<file path="config.mk">
export PLATFORM = sky130hd
export DESIGN_NAME = vbi_anc_parser
export DESIGN_NICKNAME = d
export VERILOG_FILES = /design/src/rtl/vbi_anc_pkg.sv /design/src/rtl/vbi_eav_detect.sv /design/src/rtl/vbi_svc_check.sv /design/src/rtl/vbi_anc_parser.sv
export SDC_FILE = /design/constraint.sdc
export NUM_CORES = 1
export LEC_CHECK = 0
export BUFFER_PORTS_ARGS = -buffer_cell sky130_fd_sc_hd__clkbuf_2
export CAP_MARGIN = 20
export CORE_MARGIN = 4
export CORE_UTILIZATION = 57
export CTS_BUF_LIST = sky130_fd_sc_hd__clkbuf_8 sky130_fd_sc_hd__clkbuf_16
export CTS_CLUSTER_DIAMETER = 100
export DETAILED_ROUTE_END_ITERATION = 10
export HOLD_SLACK_MARGIN = 0.05
export PLACE_DENSITY = 0.89
export SYNTH_ARGS = -nofsm -noshare
export SYNTH_HDL_FRONTEND = slang
export SYNTH_SLANG_ARGS = --single-unit
</file>
<file path="constraint.sdc">
create_clock -name clk -period 5.72 [get_ports clk]
set_input_delay 0.286 -clock clk [delete_from_list [all_inputs] [get_ports clk]]
set_output_delay 0.286 -clock clk [all_outputs]
set_load 0.005 [all_outputs]
</file>
<file path="src/rtl/vbi_anc_pkg.sv">
package vbi_anc_pkg;

  typedef enum logic [2:0] {
    ST_HUNT,
    ST_PRE,
    ST_DID,
    ST_SDID,
    ST_WC,
    ST_ID0,
    ST_ID1,
    ST_REG
  } pstate_e;

  localparam logic [7:0]  DID_FIELD1 = 8'h91;
  localparam logic [7:0]  DID_FIELD2 = 8'h55;
  localparam logic [23:0] EAV_LEAD   = 24'hFF0000;

  localparam logic [3:0] SVC_TTX = 4'd1;
  localparam logic [3:0] SVC_WSS = 4'd4;
  localparam logic [3:0] SVC_CC  = 4'd6;
  localparam logic [3:0] SVC_VPS = 4'd9;

endpackage

</file>
<file path="src/rtl/vbi_eav_detect.sv">
// Flags the status byte that completes an end-of-active-video code.
// match_o depends only on the taken history and the byte on offer.
module vbi_eav_detect
  import vbi_anc_pkg::*;
(
  input  logic       clk,
  input  logic       rst_n,
  input  logic [7:0] byte_i,
  input  logic       take_i,
  output logic       match_o
);
  logic [23:0] hist_q;
  logic        status_ok;

  always_ff @(posedge clk or negedge rst_n) begin
    if (!rst_n) hist_q <= '0;
    else if (take_i) hist_q <= {hist_q[15:0], byte_i};
  end

  assign status_ok = (byte_i == 8'hB0) || (byte_i == 8'hF0) ||
                     (byte_i == 8'h90) || (byte_i == 8'hD0);
  assign match_o = (hist_q == EAV_LEAD) && status_ok;
endmodule

</file>
<file path="src/rtl/vbi_svc_check.sv">
// Decides whether a finished packet is in error, from its service code
// and the result of the caption parity check.
module vbi_svc_check
  import vbi_anc_pkg::*;
(
  input  logic [3:0] svc_i,
  input  logic       cc_ok_i,
  output logic       err_o
);
  logic known;

  always_comb begin
    known = (svc_i == SVC_TTX) || (svc_i == SVC_WSS) ||
            (svc_i == SVC_CC)  || (svc_i == SVC_VPS);
    err_o = !known || ((svc_i == SVC_CC) && !cc_ok_i);
  end
endmodule

</file>
<file path="src/rtl/vbi_anc_parser.sv">
module vbi_anc_parser
  import vbi_anc_pkg::*;
#(
  parameter  int OFS_W  = 6,
  parameter  int WC_W   = 6,
  localparam int ID_W   = 6,
  localparam int LINE_W = ((OFS_W > ID_W) ? OFS_W : ID_W) + 1
) (
  input  logic              clk,
  input  logic              rst_n,
  input  logic [OFS_W-1:0]  line_offset,
  input  logic              in_valid,
  output logic              in_ready,
  input  logic [7:0]        in_data,
  output logic              pay_valid,
  input  logic              pay_ready,
  output logic [7:0]        pay_data,
  output logic              res_done,
  output logic [3:0]        res_type,
  output logic [LINE_W-1:0] res_line,
  output logic              res_field2,
  output logic              res_err
);
  localparam int CNT_W = WC_W + 2;

  pstate_e           state_q;
  logic [1:0]        pre_q;
  logic [CNT_W-1:0]  cnt_q;
  logic [WC_W-1:0]   wc_q;
  logic [3:0]        svc_q;
  logic              f2_q;
  logic [LINE_W-1:0] line_q;
  logic [1:0]        par_q;

  logic eav_match, take, eav_hit, fwd, region_last;
  logic cc_ok, svc_err, did_ok, finish, reject;

  vbi_eav_detect u_eav (
    .clk     (clk),
    .rst_n   (rst_n),
    .byte_i  (in_data),
    .take_i  (take),
    .match_o (eav_match)
  );

  // Payload forwarding window: the first wc bytes of the region.
  assign fwd         = (state_q == ST_REG) && (cnt_q < {2'b00, wc_q});
  assign in_ready    = fwd ? (pay_ready | eav_match) : 1'b1;
  assign take        = in_valid & in_ready;
  assign eav_hit     = take & eav_match;
  assign pay_valid   = in_valid & fwd & ~eav_match;
  assign pay_data    = in_data;
  assign region_last = (cnt_q == ({wc_q, 2'b00} - CNT_W'(1)));
  assign did_ok      = (in_data == DID_FIELD1) || (in_data == DID_FIELD2);

  // Parity is known only once the region has been entered.
  assign cc_ok = (state_q == ST_REG) && (par_q == 2'b11);

  vbi_svc_check u_svc (
    .svc_i   (svc_q),
    .cc_ok_i (cc_ok),
    .err_o   (svc_err)
  );

  assign finish = take & ~eav_match &
                  (((state_q == ST_ID1) && (wc_q == '0)) ||
                   ((state_q == ST_REG) && region_last));
  assign reject = take & ~eav_match & (state_q == ST_DID) & ~did_ok;

  // Header and region sequencing.
  always_ff @(posedge clk or negedge rst_n) begin
    if (!rst_n) begin
      state_q <= ST_HUNT;
      pre_q   <= '0;
      cnt_q   <= '0;
      wc_q    <= '0;
      svc_q   <= '0;
      f2_q    <= 1'b0;
      line_q  <= '0;
      par_q   <= '0;
    end else if (eav_hit) begin
      state_q <= ST_PRE;
      pre_q   <= '0;
    end else if (take) begin
      unique case (state_q)
        ST_HUNT: ;
        ST_PRE: begin
          if (in_data == 8'h00) pre_q <= 2'd1;
          else if (in_data == 8'hFF && pre_q == 2'd1) pre_q <= 2'd2;
          else if (in_data == 8'hFF && pre_q == 2'd2) begin
            pre_q   <= '0;
            state_q <= ST_DID;
          end else pre_q <= '0;
        end
        ST_DID: begin
          f2_q    <= (in_data == DID_FIELD2);
          state_q <= did_ok ? ST_SDID : ST_HUNT;
        end
        ST_SDID: begin
          svc_q   <= in_data[3:0];
          state_q <= ST_WC;
        end
        ST_WC: begin
          wc_q    <= in_data[WC_W-1:0];
          state_q <= ST_ID0;
        end
        ST_ID0: begin
          line_q  <= LINE_W'(in_data[ID_W-1:0]) + LINE_W'(line_offset);
          state_q <= ST_ID1;
        end
        ST_ID1: begin
          par_q   <= '0;
          cnt_q   <= '0;
          state_q <= (wc_q == '0) ? ST_HUNT : ST_REG;
        end
        ST_REG: begin
          if (fwd && cnt_q == CNT_W'(0)) par_q[0] <= ^in_data;
          if (fwd && cnt_q == CNT_W'(1)) par_q[1] <= ^in_data;
          cnt_q <= cnt_q + CNT_W'(1);
          if (region_last) state_q <= ST_HUNT;
        end
        default: state_q <= ST_HUNT;
      endcase
    end
  end

  // Result registers, updated only with the done strobe.
  always_ff @(posedge clk or negedge rst_n) begin
    if (!rst_n) begin
      res_done   <= 1'b0;
      res_type   <= '0;
      res_line   <= '0;
      res_field2 <= 1'b0;
      res_err    <= 1'b0;
    end else begin
      res_done <= finish | reject;
      if (reject) begin
        res_type   <= '0;
        res_line   <= '0;
        res_field2 <= 1'b0;
        res_err    <= 1'b0;
      end else if (finish) begin
        res_err    <= svc_err;
        res_type   <= svc_err ? 4'd0 : svc_q;
        res_line   <= svc_err ? '0 : line_q;
        res_field2 <= svc_err ? 1'b0 : f2_q;
      end
    end
  end
endmodule

</file>
# --- Word level (Yosys, flattened, before mapping) ---
# Index checks and enable logic that the tools add are counted.
totals:
  reg_bits: 71
  in_bits: 18
  word_cells: 131
op_classes:
  n_bitwise: 13
  order_cmp: 1
  eq_ne: 30
  reduce_logical: 39
  mux: 30
  n_addsub: 3
op_table:
  columns: ["cell", "n"]
  rows:
  - ["$eq A8 B8 Y1 const B", 6]
  - ["$eq A24 B24 Y1 const B", 1]
  - ["$mux W3", 7]
  - ["$mux W7", 3]
  - ["$pmux W3 S7", 1]
  - ["$logic_not A8 Y1", 2]
  - ["$pmux W8 S2", 1]
  - ["$reduce_and A3 Y1", 5]
  - ["$eq A3 B3 Y1 const B", 4]
  - ["$mux W2", 6]
  - ["$mux W4", 3]
  - ["$ne A3 B3 Y1 const B", 4]
  - ["$logic_and A1 B1 Y1", 10]
  - ["$logic_or A1 B1 Y1", 9]
  - ["$add A8 B1 Y8 const B", 1]
  - ["$and A1 B1 Y1", 8]
  - ["$eq A4 B3 Y1 const B", 2]
  - ["$eq A8 B1 Y1 const B", 1]
  - ["$eq A8 B7 Y1 const B", 1]
  - ["$eq A8 B8 Y1", 1]
  - ["$lt A8 B6 Y1", 1]
  - ["$mux W1", 8]
  - ["$reduce_and A4 Y1", 2]
  - ["$reduce_bool A2 Y1", 4]
  - ["other kinds (18)", 25]

# --- Logic depth before layout (Yosys ltp) ---
# Gate-level depths: netlist of the first run.
logic_depth:
  depth_word: 12
  ltp_mapped: 10
  mapped_depth_nobuf: 9

# --- Hierarchy ---
# A second synthesis of the first run with hierarchy kept.
unflattened:
  hier_cells: 388
  area_unflattened_um2: 3956.3
by_module_without_submodules:
  columns: ["mod", "area_each_um2", "seq_area_each_um2", "instances", "cells_per_inst"]
  rows:
  - ["vbi_anc_parser", 2954.1, 1176.1, 1, 322]
  - ["vbi_eav_detect", 979.7, 600.6, 1, 62]
  - ["vbi_svc_check", 22.5, 0.0, 1, 4]

# --- Least setup slack after synthesis of the first run ---
# Ideal clock, no wire load.
synth_path:
  path_type: "reg-to-reg"
  from: "reg cnt_q[5]"
  to: "reg u_eav.hist_q[11]"
  stages_incl_launch_ff: 8
  arrival_ns: 2.470
  n_path_buf: 1
  required_ns: 5.595
  setup_ns: 0.125
  synth_period_minus_slack_ns: 2.595
  setup_slack_ns: 3.125
  cell_sequence: "dfrtp_1 > ha_1 > a2111o_1 > a211o_1 > a211o_1 > o21ai_4 > buf_2 > mux2_2"
synth_via:
  elab_chain_cells: 4
synth_lines:
  columns: ["element", "line_no", "source"]
  rows:
  - ["start, declared", "vbi_anc_parser.sv:28", "logic [CNT_W-1:0] cnt_q;"]
  - ["start signal, assigned", "vbi_anc_parser.sv:119", "cnt_q <= cnt_q + CNT_W'(1);"]
  - ["$lt A8 B6 Y1", "vbi_anc_parser.sv:47", "assign fwd = (state_q == ST_REG) && (cnt_q < {2'b00, wc_q});"]
  - ["$logic_and A1 B1 Y1", "vbi_anc_parser.sv:47", null]
  - ["$mux W1", "vbi_anc_parser.sv:48", "assign in_ready = fwd ? (pay_ready | eav_match) : 1'b1;"]
  - ["$and A1 B1 Y1", "vbi_anc_parser.sv:49", "assign take = in_valid & in_ready;"]
  - ["end signal, assigned", "vbi_eav_detect.sv:17", "else if (take_i) hist_q <= {hist_q[15:0], byte_i};"]
  - ["end, declared", "vbi_eav_detect.sv:12", "logic [23:0] hist_q;"]
# No other way between the ends.
# A chain may end at the register's enable or synchronous reset.

# --- Worst setup path after layout of the first run ---
layout_path:
  from: "reg wc_q[5]"
  to: "reg u_eav.hist_q[9]"
layout_via:
  elab_chain_cells: 4
layout_lines:
  columns: ["element", "line_no", "source"]
  rows:
  - ["start, declared", "vbi_anc_parser.sv:29", "logic [WC_W-1:0] wc_q;"]
  - ["start signal, assigned", "vbi_anc_parser.sv:104", "wc_q <= in_data[WC_W-1:0];"]
  - ["$lt A8 B6 Y1", "vbi_anc_parser.sv:47", null]
  - ["$logic_and A1 B1 Y1", "vbi_anc_parser.sv:47", null]
  - ["$mux W1", "vbi_anc_parser.sv:48", null]
  - ["$and A1 B1 Y1", "vbi_anc_parser.sv:49", null]
# No other way between the ends.

==> run_results.csv, run 1 <==
group,metric,value,unit
yosys,synth.largest_area_cell,"dfrtp_1",
timing,slew_viol_final,0,
timing,slew_headroom,41.6,%
timing,finalCriticalPeriod,3.18,ns
clock_tree,cts_buffer_depth,2,
grt,grt-busiest-layer,"met2",
yosys,yosysWarnings,0,
placement,dp_hpwl,6540,um
finish,diodes,0,
floorplan,die_h,93.3,um
hold_path,hold_class,"primary input to asynchronous set/reset pin",
grt,met3_usage,5.31,%
finish,final_core_util,65.9,%
finish,fin_nets,484,
clock_tree,cts_buffers,9,
floorplan,io_pins,42,
yosys,synth_fp_nets,453,
critical_path,critPathKind,"register to register",
timing,setup_slack,2.54,ns
grt,grtUsageMet2,37.6,%
clock_tree,cts_resized,0,
finish,syn_to_final_growth,10.4,%
job,cap_violations,0,
timing,setup-violations-final,0,
status,status,"finished clean",
route,via_per_inst,5.90,
grt,grt_use_total,22.6,%
power_and_ir_drop,combinationalPowerShare,33.6,%
power_and_ir_drop,power,2000,uW
yosys,synth_top_area_share,42.8,%
route,totalWireLength,9160,um
clock_tree,worstSkewPairLatency,0.36,ns
finish,layout-drive-gt1-share,21.1,%
power_and_ir_drop,power_density,436,nW/um^2
timing,rsz0062_at_grt,"false",
critical_path,crit_path_start_kind,"register",
placement,place_congestion,0.892,
power_and_ir_drop,clockPowerShare,24.1,%
grt,grt_pass1_vias,3236,
power_and_ir_drop,seqPwrFrac,42.3,%
timing,finalHoldViolations,0,
route,final_antenna_net_count,0,
grt,antenna_found_initial,0,
route,firstDrtPassIters,5,
critical_path,cp_max_fo,35,
power_and_ir_drop,p_switching,724,uW
clock_tree,clkSlewWorstSetupHoldPaths,0.08,ns
critical_path,critPathArrivalTime,3.42,ns
floorplan,die_x,93.3,um
floorplan,die-area,8710,um^2
clock_tree,hold_buffers,0,
clock_tree,cts_tree,"done",
yosys,ys_seq_elements,71,
route,vias,3169,
grt,grt_use_met1,29.3,%
grt,grt_remaining_overflow,0,
timing,period_share,55.6,%
floorplan,start_util,59.7,%
power_and_ir_drop,ir_drop,0.214,mV
route,drc,0,
yosys,synth_common_cells,"dfrtp_1 (71), nand2_1 (48), ha_1 (28)",
timing,finClkSkew,0.00804,ns
timing,worst_slew_pin_slew,0.876,ns
yosys,synth_area_leaders,"dfrtp_1 (43%), ha_1 (8.4%), mux2_2 (6.8%), mux2i_1 (4.6%), nand2_1 (4.3%)",
timing,fmax,0.314,GHz
route,drtIter0Drc,248,
grt,grt_pass1_wl,15500,um
yosys,yosysMostFrequentCell,"dfrtp_1",
route,wl_per_cell,17.1,um
yosys,synth_cell_types,58,
placement,placedInstanceArea,4340,um^2
power_and_ir_drop,leakagePower,0.00215,uW
placement,pre_cts_ws,2.57,ns
placement,port_buffers,41,
yosys,synth_flop_cell,"dfrtp_1",
clock_tree,cts_max_level,3,
yosys,syn-cell-area,4150,um^2
yosys,synth_area_per_cell,10.2,um^2
clock_tree,cts-root-buf,"clkbuf_8",
yosys,synth-edff-count,0,
floorplan,core,6940,um^2
yosys,ys_seq_area_share,42.8,%
critical_path,required,5.96,ns
clock_tree,cts_setup_buffers,0,
floorplan,fp-row-count,30,
grt,grt_max_degree,72,
timing,setup_tns,0,ns
yosys,synthArstFlopShare,100,%
critical_path,end_kind,"register",
yosys,syn_inst,406,
power_and_ir_drop,internal_power,1270,uW
clock_tree,clock_sinks,71,
finish,final_area,4580,um^2
power_and_ir_drop,netSwitchingFraction,36.3,%
critical_path,r2r_slack,2.54,ns
## cell usage in the layout, fill, tap and decap left out, types with 8 or more instances in the layout
cell	n
nand2_1	48
xor2_1	9
o21ai_0	24
a21oi_1	11
xnor2_1	10
dfrtp_1	71
nand3_1	24
mux2i_1	19
mux2_2	25
and3_1	8
clkbuf_8	9
inv_1	28
ha_1	28
clkbuf_2	40
nor2_1	11
## sequential cells by signal (all words and copies together), names as in the netlist
name,flops
u_eav.hist_q,24
cnt_q,8
line_q,7
res_line,7
wc_q,6
res_type,4
svc_q,4
state_q,3
par_q,2
pre_q,2
f2_q,1
res_done,1
res_err,1
res_field2,1
## routing by layer
metal | part of all wire (%) | wire [um]
met1 | 42 | 3880
met2 | 50 | 4550
met3 | 6.0 | 550
met4 | 2.0 | 181
met5 | 0 | 0
## power by group through the flow
stage               clock, uW  sequential, uW  combinational [uW]
floorplan                   0             786                 526
global route              502             871                 752
detailed placement          0             850                 656
finish                    482             844                 670
CTS                       485             839                 668
global placement            0             838                 623
## critical path: stages (launching register included)
cell and delay, ns:
dfrtp_1 0.41, inv_1 0.09, ha_1 0.30, a2111o_1 0.37, a211o_1 0.29, a211o_1 0.45, o21ai_4 0.74, mux2_2 0.41
## layout make-up
class / count / area (um^2)
multi-input combinational: 285 / 2130
tap: 96 / 120
clock buffer: 9 / 124
inverter: 27 / 101
fill: 509 / 2360
sequential: 71 / 1780
clock inverter: 6 / 111
timing repair buffer: 43 / 218
## logic make-up after synthesis
family,share of synthesized area [%]
simple gates,17.3
buf+inv,5.85
xor+xnor,4.01
compound gates,9.74
fa+ha+maj,8.93
mux,11.4
flops,42.8
## path summary, 6_finish.rpt
path / start / end / depth (start not counted)
min in group clk: in_data[6] / u_eav.hist_q[6]$_DFFE_PN0N_ / 3
worst max-delay path: wc_q[5]$_DFFE_PN0P_ / u_eav.hist_q[9]$_DFFE_PN0N_ / 7
worst min register to register: pre_q[1]$_DFFE_PN0P_ / pre_q[1]$_DFFE_PN0P_ / 1
max in group asynchronous: rst_n / svc_q[2]$_DFFE_PN0P_ / 2
worst min-delay path: rst_n / cnt_q[6]$_DFFE_PN0P_ / 2
worst max register to register: wc_q[5]$_DFFE_PN0P_ / u_eav.hist_q[9]$_DFFE_PN0N_ / 7
## per-stage QoR
stage	hold slack (ns)	std cells
6_report	0.121	537
5_1_grt	0.207	537
4_1_cts	0.171	536
3_3_place_gp	0.458	521
2_1_floorplan	-0.00959	406
3_5_place_dp	0.486	521
Power figures use the tool's default switching activity.
==> run 2: changes to the inputs <==
==> constraint.sdc (replaced) <==
create_clock -name clk -period 3.27 [get_ports clk]
set_input_delay 0.1635 -clock clk [delete_from_list [all_inputs] [get_ports clk]]
set_output_delay 0.1635 -clock clk [all_outputs]
set_load 0.005 [all_outputs]
==> run_results.csv, run 2 (synthesized netlist as in run 1, its figures left out) <==
group,metric,value,unit
status,status,"finished clean",
power_and_ir_drop,internal_power,2100,uW
route,drc,0,
floorplan,fp-row-count,30,
timing,finClkSkew,0.0127,ns
job,cap_violations,0,
critical_path,slowest_delay,0.67,ns
floorplan,core,6940,um^2
finish,largest-register,"u_eav.hist_q",
power_and_ir_drop,netSwitchingFraction,37.8,%
clock_tree,worstSkewPairLatency,0.35,ns
clock_tree,cts_tree,"done",
placement,dp_hpwl,6630,um
clock_tree,clock_sinks,71,
timing,setup_tns,0,ns
timing,finalCriticalPeriod,3.05,ns
floorplan,start_util,59.7,%
grt,grt_pass1_vias,3220,
critical_path,crit_slowest_cell,"o21ai_4",
critical_path,setup.worst_path.end,"u_eav.hist_q[10]$_DFFE_PN0N_",
finish,layout-drive-gt1-share,22.1,%
timing,worst_slew_pin_slew,0.814,ns
critical_path,end_kind,"register",
critical_path,path_cells,"inv_1 > ha_1 > a2111o_1 > a211o_1 > a211o_1 > o21ai_4 > mux2_2",
critical_path,reg2reg_from,"wc_q[5]$_DFFE_PN0P_",
critical_path,crit_family,"compound AO/OA/AOI/OAI gates",
clock_tree,cts-root-buf,"clkbuf_8",
critical_path,critPathArrivalTime,3.28,ns
timing,rsz0062_at_grt,"false",
route,wl_per_cell,16.6,um
route,firstDrtPassIters,5,
finish,final_common_cell,"dfrtp_1",
critical_path,required,3.50,ns
finish,fin_nets,490,
critical_path,cp_max_fo,35,
finish,nFillCells,498,
route,totalWireLength,9040,um
power_and_ir_drop,power_density,734,nW/um^2
timing,period_share,93.3,%
finish,final_area,4590,um^2
timing,finalHoldViolations,0,
timing,setup-violations-final,0,
critical_path,r2r-end,"u_eav.hist_q[10]$_DFFE_PN0N_",
timing,setup_slack,0.218,ns
placement,placedInstanceArea,4380,um^2
route,drtIter0Drc,237,
hold_path,hold_class,"primary input to register",
critical_path,critPathKind,"register to register",
clock_tree,cts_buffer_depth,2,
grt,antenna_found_initial,0,
power_and_ir_drop,ir_drop,0.368,mV
critical_path,path_buf_inv,1,
placement,place_congestion,0.942,
power_and_ir_drop,seqPwrFrac,43.4,%
finish,most-common-layout-cells,"dfrtp_1 (71), nand2_1 (48), clkbuf_2 (40)",
power_and_ir_drop,p_switching,1280,uW
critical_path,cp_common_cell,"a211o_1",
power_and_ir_drop,leakagePower,0.00215,uW
route,vias,3169,
grt,grt_max_degree,36,
power_and_ir_drop,clockPowerShare,20.6,%
floorplan,die_x,93.3,um
grt,grt_use_total,22.5,%
grt,grt_remaining_overflow,0,
clock_tree,cts_buffers,9,
finish,largest_register_ffs,24,
clock_tree,cts_max_level,3,
placement,pre_cts_ws,0.272,ns
critical_path,reg2regPathDepth,7,
clock_tree,cts_setup_buffers,0,
route,final_antenna_net_count,0,
floorplan,die_h,93.3,um
critical_path,r2r_slack,0.22,ns
placement,port_buffers,41,
critical_path,cp.depth,7,
route,via_per_inst,5.83,
critical_path,crit_path_start_kind,"register",
critical_path,cp-startpoint,"wc_q[5]$_DFFE_PN0P_",
floorplan,die-area,8710,um^2
grt,grt_pass1_wl,15400,um
power_and_ir_drop,combinationalPowerShare,36.0,%
timing,slew_headroom,45.5,%
timing,fmax,0.328,GHz
clock_tree,clkSlewWorstSetupHoldPaths,0.08,ns
finish,syn_to_final_growth,10.7,%
finish,reg.largest.list,"u_eav.hist_q: 24 flops, cnt_q: 8 flops",
timing,slew_viol_final,0,
floorplan,io_pins,42,
finish,diodes,0,
## run 2: cell types whose count changed in the layout (fill, tap and decap cells not counted), sizes merged
cell	before	now
clkinvlp	0	2
bufinv	3	1
clkinv	2	3
buf	3	8
dlygate4sd3	0	1
## run 2: power groups by stage
stage               Clock, uW  Combinational, uW  Sequential, uW
CTS                       708               1210            1450
finish                    694               1220            1460
global placement            0               1140            1450
detailed placement          0               1190            1460
global route              755               1360            1500
floorplan                   0                920            1370
## run 2: what timing repair did
| action | in CTS | in global routing |
|---|---|---|
| resized for setup | 0 | 0 |
| hold endpoints to repair | 19 | 0 |
| hold buffers | 1 | 0 |
| endpoints found under the setup margin | 0 | 0 |
## run 2: layer usage
| metal | wire, um | track usage (%) |
|---|---|---|
| met5 | 0 | 0 |
| met4 | 199 | 8.91 |
| met3 | 541 | 5.47 |
| met2 | 4520 | 36.5 |
| met1 | 3780 | 28.9 |
## run 2: final cells by class
cell class / count / area [um^2] / area share [%]
Clock buffer: 9 / 124 / 2.70
Clock inverter: 7 / 75.1 / 1.64
Inverter: 27 / 101 / 2.21
Multi-Input combinational cell: 285 / 2130 / 46.4
Sequential cell: 71 / 1780 / 38.7
Tap cell: 96 / 120 / 2.62
Timing Repair Buffer: 49 / 265 / 5.78
## run 2: worst min-delay path by stage
stage,endpoint,from,depth (start not counted),slack (ns)
2_1_floorplan,cnt_q[0]$_DFFE_PN0P_,rst_n,0,-0.13
3_3_place_gp,cnt_q[0]$_DFFE_PN0P_,rst_n,1,0.13
3_5_place_dp,cnt_q[1]$_DFFE_PN0P_,rst_n,1,0.13
4_1_cts,state_q[2]$_DFFE_PN0P_,in_valid,2,0.15
5_1_grt,state_q[2]$_DFFE_PN0P_,in_valid,2,0.16
6_report,wc_q[1]$_DFFE_PN0P_,in_data[1],3,0.16
## run 2: worst min-delay path, cell delays in order
cell and delay [ns]:
clkbuf_2 0.18, nand2_1 0.07, o21ai_0 0.06
## run 2: stage by stage
step	std cells	utilization, %	total power (uW)	hold slack, ns
2_1_floorplan	406	-	2290	-0.132
5_1_grt	544	66.1	3610	0.160
4_1_cts	543	66.0	3370	0.154
6_report	544	66.1	3370	0.162
3_5_place_dp	526	63.0	2650	0.133
3_3_place_gp	526	63.0	2580	0.126
==> run 3: changes to the inputs <==
--- a/config.mk
+++ b/config.mk
@@ -7,13 +7,16 @@
 export LEC_CHECK = 0
 export BUFFER_PORTS_ARGS = -buffer_cell sky130_fd_sc_hd__clkbuf_2
 export CAP_MARGIN = 20
+export CELL_PAD_IN_SITES_DETAIL_PLACEMENT = 2
+export CELL_PAD_IN_SITES_GLOBAL_PLACEMENT = 2
 export CORE_MARGIN = 4
-export CORE_UTILIZATION = 57
+export CORE_UTILIZATION = 38
 export CTS_BUF_LIST = sky130_fd_sc_hd__clkbuf_8 sky130_fd_sc_hd__clkbuf_16
 export CTS_CLUSTER_DIAMETER = 100
 export DETAILED_ROUTE_END_ITERATION = 10
 export HOLD_SLACK_MARGIN = 0.05
-export PLACE_DENSITY = 0.89
+export PLACE_DENSITY = 0.91
+export REMOVE_ABC_BUFFERS = 1
 export SYNTH_ARGS = -nofsm -noshare
 export SYNTH_HDL_FRONTEND = slang
 export SYNTH_SLANG_ARGS = --single-unit
==> run_results.csv, run 3 (synthesized netlist as in run 1, its figures left out) <==
group,metric,value,unit
status,status,"finished, violations left",
status,violations,"negative hold slack",
finish,most-common-layout-cells,"dfrtp_1 (71), nand2_1 (48), clkbuf_2 (40)",
timing,slew_headroom,37.2,%
power_and_ir_drop,ir_drop,0.239,mV
route,drc,0,
critical_path,critPathKind,"register to output pin",
critical_path,cp_max_fo,10,
placement,dp_hpwl,8990,um
timing,setup-violations-final,0,
clock_tree,cts_buffers,9,
timing,slew_viol_final,0,
critical_path,path_buf_inv,4,
timing,finalCriticalPeriod,2.93,ns
clock_tree,worstSkewPairLatency,0.36,ns
route,totalWireLength,12700,um
finish,diodes,0,
route,via_per_inst,5.54,
finish,final_cells,584,
critical_path,path_cells,"inv_1 > ha_1 > a2111o_1 > a211o_1 > a211o_1 > buf_4 > nor2_2 > inv_1 > clkbuf_2",
floorplan,start_util,39.6,%
grt,grt_pass1_wl,21100,um
clock_tree,cts_resized,0,
timing,fmax,0.341,GHz
timing,worst_slew_pin_slew,0.941,ns
critical_path,slowest_delay,0.43,ns
clock_tree,cts-root-buf,"clkbuf_8",
power_and_ir_drop,power_density,772,nW/um^2
grt,grt_max_degree,72,
finish,layout-drive-gt1-share,22.5,%
clock_tree,cts_tree,"done",
timing,setup_slack,0.336,ns
power_and_ir_drop,internal_power,2180,uW
power_and_ir_drop,power,3610,uW
job,cap_violations,0,
clock_tree,cts_buffer_depth,2,
route,final_antenna_net_count,0,
placement,pre_cts_ws,0.384,ns
finish,largest-register,"u_eav.hist_q",
grt,antenna_found_initial,0,
power_and_ir_drop,seqPwrFrac,41.1,%
finish,nFillCells,1159,
power_and_ir_drop,p_switching,1430,uW
grt,grt_remaining_overflow,0,
timing,holdWs,-0.00468,ns
clock_tree,clock_sinks,71,
timing,setup_tns,0,ns
critical_path,required,3.11,ns
route,drtIter0Drc,132,
power_and_ir_drop,combinationalPowerShare,36.5,%
power_and_ir_drop,clockPowerShare,22.3,%
floorplan,io_pins,42,
critical_path,critPathArrivalTime,2.77,ns
placement,place_congestion,0.840,
critical_path,crit_path_start_kind,"register",
power_and_ir_drop,netSwitchingFraction,39.5,%
finish,multi_input_area,2130,um^2
timing,rsz0062_at_grt,"false",
grt,grt_use_total,21.5,%
floorplan,core,10500,um^2
grt,grt_pass1_vias,3803,
finish,regArea,1780,um^2
clock_tree,cts_setup_buffers,0,
critical_path,crit_family,"compound AO/OA/AOI/OAI gates",
hold_path,hold_class,"primary input to asynchronous set/reset pin",
route,firstDrtPassIters,4,
route,wl_per_cell,21.7,um
clock_tree,cts_max_level,3,
clock_tree,clkSlewWorstSetupHoldPaths,0.09,ns
critical_path,crit_slowest_cell,"dfrtp_1",
placement,port_buffers,41,
floorplan,die-area,12700,um^2
timing,period_share,89.7,%
route,vias,3234,
floorplan,die_h,112,um
floorplan,fp-row-count,37,
power_and_ir_drop,leakagePower,0.00217,uW
critical_path,end_kind,"output pin",
placement,dp_cells,568,
finish,largest_register_ffs,24,
finish,reg.largest.list,"u_eav.hist_q: 24 flops, cnt_q: 8 flops",
finish,syn_to_final_growth,12.7,%
timing,finalHoldViolations,3,
finish,final_common_cell,"dfrtp_1",
floorplan,die_x,112,um
clock_tree,hold_buffers,0,
timing,finClkSkew,0.0108,ns
finish,fin_nets,490,
[run 3: path summary, 6_finish.rpt]
| check | startpoint | end | slack (ns) | cells after the start |
|---|---|---|---|---|
| max in group asynchronous | rst_n | cnt_q[3]$_DFFE_PN0P_ | 2.63 | 2 |
| worst max-delay path | wc_q[5]$_DFFE_PN0P_ | in_ready | 0.34 | 9 |
| worst max register to register | cnt_q[4]$_DFFE_PN0P_ | res_err$_DFFE_PN0P_ | 0.34 | 9 |
| worst min register to register | u_eav.hist_q[21]$_DFFE_PN0N_ | u_eav.hist_q[21]$_DFFE_PN0N_ | 0.52 | 1 |
| worst min-delay path | rst_n | u_eav.hist_q[8]$_DFFE_PN0N_ | -0.005 | 2 |
| min in group clk | line_offset[0] | line_q[0]$_DFFE_PN0P_ | 0.16 | 3 |
[run 3: per-layer routing]
metal / vias to the layer above / routed length, um / track usage [%]
met3: 26 / 342 / 2.91
li1: 1484 / - / -
met1: 1659 / 5320 / 25.5
met4: 0 / 384 / 9.70
met2: 65 / 6630 / 38.4
met5: - / 0 / 0
[run 3: power groups by stage]
stage / sequential [uW] / combinational (uW) / clock [uW]
5_1_grt: 1530 / 1480 / 865
2_1_floorplan: 1400 / 851 / 0
3_3_place_gp: 1450 / 1190 / 0
3_5_place_dp: 1490 / 1290 / 0
6_report: 1480 / 1320 / 806
4_1_cts: 1480 / 1340 / 826
[run 3: stage by stage]
step           area, um^2  utilization [%]
6_report             4680             44.7
5_1_grt              4680             44.7
4_1_cts              4680             44.7
3_5_place_dp         4450             42.6
3_3_place_gp         4450             42.6
2_1_floorplan        4010                -
[run 3: final cells by class]
class | instances | area share [%]
Clock buffer | 9 | 2.65
Clock inverter | 7 | 2.09
Sequential cell | 71 | 38.0
Multi-Input combinational cell | 285 | 45.5
Tap cell | 136 | 3.64
Inverter | 27 | 2.17
Timing Repair Buffer | 49 | 5.94
